`src/rtl/nand_rb_pkg.sv`:
```
package nand_rb_pkg;

    localparam int unsigned DATA_W  = 32;
    localparam int unsigned IRQ_W   = 6;
    localparam int unsigned LIVE_W  = 7;
    localparam logic [DATA_W-1:0] UNLOCK_WORD = 32'h0000_A25E;

    // word index of each register; byte offset = index * 4
    typedef enum logic [2:0] {
        RB_CFG  = 3'd0,
        RB_TIM  = 3'd1,
        RB_KEY  = 3'd2,
        RB_MASK = 3'd3,
        RB_STAT = 3'd4,
        RB_LIVE = 3'd5,
        RB_CE   = 3'd6
    } rb_sel_e;

    typedef struct packed {
        logic wp_en;
        logic large_blk;
        logic long_addr;
        logic bus16;
    } if_cfg_t;

    typedef struct packed {
        logic       dec_fail;
        logic [1:0] err_cnt;
        logic       err_det;
        logic       ecc_rdy;
        logic       ctl_rdy;
        logic       nand_rdy;
    } live_t;

    function automatic logic rb_hit(input logic [DATA_W-1:0] byte_addr,
                                    input rb_sel_e sel);
        return byte_addr == {27'b0, sel, 2'b00};
    endfunction

endpackage

```
`src/rtl/rb_key_lock.sv`:
```
module rb_key_lock
    import nand_rb_pkg::*;
(
    input  logic              clk,
    input  logic              rst,
    input  logic              key_we,
    input  logic [DATA_W-1:0] key_val,
    input  logic              guarded_we,
    output logic              open_q
);
    always_ff @(posedge clk) begin
        if (rst)
            open_q <= 1'b0;
        else if (key_we)
            open_q <= (key_val == UNLOCK_WORD);
        else if (guarded_we)
            open_q <= 1'b0;
    end
endmodule

```
`src/rtl/rb_irq_latch.sv`:
```
module rb_irq_latch #(
    parameter int unsigned N = 6
) (
    input  logic         clk,
    input  logic         rst,
    input  logic [N-1:0] ev,
    input  logic         rd_clr,
    input  logic         mask_we,
    input  logic [N-1:0] mask_d,
    output logic [N-1:0] stat_q,
    output logic [N-1:0] mask_q,
    output logic         irq
);
    logic [N-1:0] stat_keep;

    assign stat_keep = rd_clr ? '0 : stat_q;

    always_ff @(posedge clk) begin
        if (rst) begin
            stat_q <= '0;
            mask_q <= '0;
        end else begin
            stat_q <= stat_keep | ev;
            if (mask_we)
                mask_q <= mask_d;
        end
    end

    assign irq = |(stat_q & mask_q);
endmodule

```
`src/rtl/rb_live_sync.sv`:
```
module rb_live_sync #(
    parameter int unsigned W = 7
) (
    input  logic         clk,
    input  logic         rst,
    input  logic [W-1:0] d,
    output logic [W-1:0] q
);
    always_ff @(posedge clk) begin
        if (rst) q <= '0;
        else     q <= d;
    end
endmodule

```
`src/rtl/nand_ctl_regbank.sv`:
```
module nand_ctl_regbank
    import nand_rb_pkg::*;
#(
    parameter int unsigned ADDR_W = 8,
    parameter int unsigned TIM_W  = 26
) (
    input  logic              clk,
    input  logic              rst,
    input  logic              bus_valid,
    input  logic              bus_write,
    input  logic [ADDR_W-1:0] bus_addr,
    input  logic [31:0]       bus_wdata,
    output logic [31:0]       bus_rdata,
    input  logic [5:0]        ev_pulse,
    input  logic              st_nand_rdy,
    input  logic              st_ctl_rdy,
    input  logic              st_ecc_rdy,
    input  logic              st_err_det,
    input  logic [1:0]        st_err_cnt,
    input  logic              st_dec_fail,
    output logic              cfg_bus16,
    output logic              cfg_long_addr,
    output logic              cfg_large_blk,
    output logic              cfg_wp_en,
    output logic [TIM_W-1:0]  timing_cfg,
    output logic              ce_auto,
    output logic              irq
);
    localparam int unsigned CFG_W = $bits(if_cfg_t);

    logic [DATA_W-1:0] addr_w;
    logic wr, rd;
    logic hit_cfg, hit_tim, hit_key, hit_mask, hit_stat, hit_live, hit_ce;
    logic guarded_we, lock_open, accept_we;
    if_cfg_t cfg_q;
    logic [TIM_W-1:0] tim_q;
    logic ce_q;
    logic [IRQ_W-1:0] irq_stat, irq_mask;
    live_t live_d, live_q;
    logic [DATA_W-1:0] rd_mux;

    assign addr_w   = DATA_W'(bus_addr);
    assign wr       = bus_valid & bus_write;
    assign rd       = bus_valid & ~bus_write;
    assign hit_cfg  = rb_hit(addr_w, RB_CFG);
    assign hit_tim  = rb_hit(addr_w, RB_TIM);
    assign hit_key  = rb_hit(addr_w, RB_KEY);
    assign hit_mask = rb_hit(addr_w, RB_MASK);
    assign hit_stat = rb_hit(addr_w, RB_STAT);
    assign hit_live = rb_hit(addr_w, RB_LIVE);
    assign hit_ce   = rb_hit(addr_w, RB_CE);

    assign guarded_we = wr & (hit_cfg | hit_tim);
    assign accept_we  = guarded_we & lock_open;

    rb_key_lock u_lock (
        .clk        (clk),
        .rst        (rst),
        .key_we     (wr & hit_key),
        .key_val    (bus_wdata),
        .guarded_we (guarded_we),
        .open_q     (lock_open)
    );

    always_ff @(posedge clk) begin
        if (rst) begin
            cfg_q <= '0;
            tim_q <= '0;
            ce_q  <= 1'b0;
        end else begin
            if (accept_we && hit_cfg) cfg_q <= if_cfg_t'(bus_wdata[CFG_W-1:0]);
            if (accept_we && hit_tim) tim_q <= bus_wdata[TIM_W-1:0];
            if (wr && hit_ce)         ce_q  <= bus_wdata[0];
        end
    end

    rb_irq_latch #(.N(IRQ_W)) u_irq (
        .clk     (clk),
        .rst     (rst),
        .ev      (ev_pulse),
        .rd_clr  (rd & hit_stat),
        .mask_we (wr & hit_mask),
        .mask_d  (bus_wdata[IRQ_W-1:0]),
        .stat_q  (irq_stat),
        .mask_q  (irq_mask),
        .irq     (irq)
    );

    assign live_d = '{dec_fail: st_dec_fail, err_cnt: st_err_cnt, err_det: st_err_det,
                      ecc_rdy: st_ecc_rdy, ctl_rdy: st_ctl_rdy, nand_rdy: st_nand_rdy};

    rb_live_sync #(.W(LIVE_W)) u_live (
        .clk (clk),
        .rst (rst),
        .d   (live_d),
        .q   (live_q)
    );

    always_comb begin
        rd_mux = '0;
        if (hit_cfg)  rd_mux = DATA_W'(cfg_q);
        if (hit_tim)  rd_mux = DATA_W'(tim_q);
        if (hit_mask) rd_mux = DATA_W'(irq_mask);
        if (hit_stat) rd_mux = DATA_W'(irq_stat);
        if (hit_live) rd_mux = DATA_W'(live_q);
        if (hit_ce)   rd_mux = DATA_W'(ce_q);
        bus_rdata = rd ? rd_mux : '0;
    end

    assign cfg_bus16     = cfg_q.bus16;
    assign cfg_long_addr = cfg_q.long_addr;
    assign cfg_large_blk = cfg_q.large_blk;
    assign cfg_wp_en     = cfg_q.wp_en;
    assign timing_cfg    = tim_q;
    assign ce_auto       = ce_q;
endmodule

```
`config.mk`:
```
export PLATFORM = sky130hd
export DESIGN_NAME = nand_ctl_regbank
export DESIGN_NICKNAME = d
export VERILOG_FILES = /design/src/rtl/nand_rb_pkg.sv /design/src/rtl/rb_key_lock.sv /design/src/rtl/rb_irq_latch.sv /design/src/rtl/rb_live_sync.sv /design/src/rtl/nand_ctl_regbank.sv
export SDC_FILE = /design/constraint.sdc
export NUM_CORES = 1
export LEC_CHECK = 0
export BUFFER_PORTS_ARGS = -buffer_cell sky130_fd_sc_hd__buf_2
export CORE_MARGIN = 3
export CORE_UTILIZATION = 46
export DETAILED_ROUTE_END_ITERATION = 10
export GPL_ROUTABILITY_DRIVEN = 0
export MAX_ROUTING_LAYER = met4
export PLACE_DENSITY = 0.9
export SLEW_MARGIN = 5
export SYNTH_ARGS = -nofsm -noshare
export SYNTH_HDL_FRONTEND = slang
export SYNTH_HIERARCHICAL = 1
export SYNTH_SLANG_ARGS = --single-unit
```
`constraint.sdc`:
```
create_clock -name clk -period 2.3 [get_ports clk]
set_input_delay 0 -clock clk [delete_from_list [all_inputs] [get_ports clk]]
set_output_delay 0 -clock clk [all_outputs]
set_load 0.02 [all_outputs]
```
==> flow_summary.toml <==
[routing]
vias = 2752
detail-route-antenna-nets = 0
wl_met1_um = 3156
drc_errors = 0
drt_iter0_drc = 234
dr.pass1.iters = 4
routed_wl_um = 7943
wl_met2_um = 4053
routed.top_layer = "met4"
wl_met3_um = 422
post_drt_wl_per_cell_um = 15.33
via_per_inst = 5.313

[synth]
synth_edf_count = 0
yosysSeqAreaShare_pct = 41.44
synth_common_cells = "nand2_1 (55), dfxtp_1 (51), a21oi_1 (39), and2_1 (19), nor2_1 (15)"
ys_warn_count = 6
synth_top_area_share_pct = 41.44
synth_cells = 299
ys.flop_type = "dfxtp_1"
synth-seq-cells = 51
avgSynthCellArea_um2 = 8.240
synth.most_common_cell = "nand2_1"
async_flop_share_pct = 0
synth_area_um2 = 2464
synthDistinctLibCells = 36
yosys-top-cells-area = "dfxtp_1 (41%), nand2_1 (8.4%), a21oi_1 (7.9%), mux2i_1 (4.9%), and2_1 (4.8%)"
yosysTopAreaCell = "dfxtp_1"

[global_routing]
grt_pass1_wl_um = 12450
grt_max_degree = 28
grt_pass1_vias = 2688
grt_overflow_total = 0
track_usage_pct = 25.66
antenna_found_initial = 0

[sta]
min_period_ns = 2.006
period_share_pct = 87.23
slew_viol_final = 0
final-hold-violation-count = 0
skew_ns = 0.007061
setup_viol = 0
rsz0062_at_grt = "false"
max_freq_mhz = 498.4
setup_tns_ns = 0
hold_ws_ns = 0.009865

[placement]
dpl.hpwl_um = 5300
port_buffers = 114

[critical_path]
start_kind = "input port"
path_delay_family = "simple AND/OR/NAND/NOR gates"
cp_common_cell = "buf_2"
cp_cell_sequence = "buf_2 -> or4_4 -> or4b_1 -> nor3_4 -> buf_4 -> and2_1 -> buf_2"
cp.arrival_ns = 2.01
endpoint_kind = "output pin"
cpPeakStageDelay_ns = 0.59
cp.buffers_inverters = 3
cp_num_cells = 7
rr_worst_depth = 5
crit_type = "in2out"
path_max_fanout = 19
critPathRequiredTime_ns = 2.30
crit_slowest_cell = "or4b_1"

[power_and_ir_drop]
pwr-share-comb_pct = 12.7
p_sw_share_pct = 23.92
switching_power_uw = 402.4
power_density_nw_per_um2 = 472.9
clockPowerShare_pct = 33.5
irDropWorstVdd_mv = 0.2722
power_mw = 1.682
p_int_mw = 1.280
power_frac_seq_pct = 53.8
leakagePower_nw = 1.616

[cts]
cts_tree = "yes"
cts_buffers = 5
cts_root_buf = "clkbuf_8"
post_cts_resized = 0
cts_max_level = 2
cts_sinks = 51
clk_pin_slew_ns = 0.09
clk_latency_ns = 0.30
cts_buffer_depth = 2

[finish]
antenna_cells = 0
nNetsFinal = 504
syn2layout_area_growth_pct = 44.39
layout-drive-gt1-share_pct = 31.47
n_fill_cell = 434

[floorplan]
die_width_um = 79.18
core_um2 = 5140
die-area_um2 = 6269
rows = 26
start_util_pct = 47.93
io_pins = 121
die_h_um = 79.18

[outcome]
status = "finished clean"

[worst_hold_path]
hp-class = "in2reg"
hold_depth = 4

[flow_run]
maxCapViolCount = 0
[placed cells by master, fill, tap and decap left out, types with 2 or more instances in the layout]
master and instances:
a211oi_1 5, a21oi_1 39, a22oi_1 3, a2bb2oi_1 3, and2_1 19, buf_2 114
buf_4 7, clkbuf_8 7, conb_1 6, dfxtp_1 51, dlygate4sd3_1 39, inv_1 7
mux2_2 4, mux2i_1 12, nand2_1 55, nand2b_1 11, nand3_1 2, nand4_1 3
nor2_1 15, nor2b_1 10, nor3_1 2, nor4_1 6, nor4_2 3, nor4bb_1 2
o21ai_0 4, o22ai_1 6, or4b_1 2
[path summary, 6_finish.rpt]
check / start / end / slack, ns
worst max-delay path: bus_addr[1] / bus_rdata[25] / 0.29
worst min-delay path: bus_wdata[31] / u_lock/open_q / 0.01
worst max register to register: u_lock/open_q / timing_cfg[9] / 0.68
worst min register to register: timing_cfg[0] / timing_cfg[0] / 0.47
[state kept, by name, indices dropped and copies added (netlist names)]
name,count
u_irq/mask_q,6
cfg_bus16,1
u_live/q,7
cfg_large_blk,1
ce_auto,1
cfg_long_addr,1
cfg_wp_en,1
u_irq/stat_q,6
timing_cfg,26
u_lock/open_q,1
[per-layer routing]
layer | GRT usage, % | up-vias
met2 | 44.19 | 144
met1 | 29.42 | 1268
li1 | - | 1306
met3 | 3.061 | 34
met4 | 12.89 | 0
met5 | - | -
[stage by stage]
step | setup WS (ns) | area [um2] | utilization [%] | std cells
6_report | 0.2936 | 3557 | 69.21 | 518
3_3_place_gp | 0.3149 | 3067 | 59.66 | 471
2_1_floorplan | 0.5245 | 2482 | - | 304
5_1_grt | 0.2516 | 3557 | 69.21 | 518
3_5_place_dp | 0.2044 | 3067 | 59.66 | 471
4_1_cts | 0.3475 | 3557 | 69.21 | 518
[worst min-delay path, delay by kind of cell]
kind	cells	cell delay (ns)
and+or+nand+nor	2	0.11
AOI/OAI and AO/OA	1	0.07
buffers and inverters	1	0.09
[power by group through the flow]
stage | Combinational, mW | Sequential (mW) | Clock (mW)
2_1_floorplan | 0.0838 | 0.922 | 0
3_3_place_gp | 0.150 | 0.925 | 0
3_5_place_dp | 0.155 | 0.925 | 0
4_1_cts | 0.207 | 0.905 | 0.566
5_1_grt | 0.230 | 0.907 | 0.601
6_report | 0.213 | 0.905 | 0.564
[layout make-up]
class / count / area (um2) / area share [%]
multi-input combinational: 222 / 1309 / 36.79
sequential: 51 / 1021 / 28.70
timing repair buffer: 160 / 1013 / 28.49
clock buffer: 8 / 100.1 / 2.814
tap: 70 / 87.58 / 2.462
inverter: 7 / 26.28 / 0.7387
[cells by family (layout without fill, tap and decap cells)]
kind of cell,Yosys count,in the layout,share of synthesized area (%)
simple gates,139,139,30.88
flops,51,51,41.44
compound gates,61,61,14.27
mux,16,16,6.704
buf+inv,31,175,6.551
other cells,1,6,0.1522
[timing repair]
| action | 4_1_cts | 5_1_grt |
|---|---|---|
| hold buffers | 39 | 0 |
| buffers inserted | 0 | 0 |
| hold endpoints to repair | 43 | 0 |
| endpoints found under the setup margin | 0 | 0 |
Power figures use the tool's default switching activity.
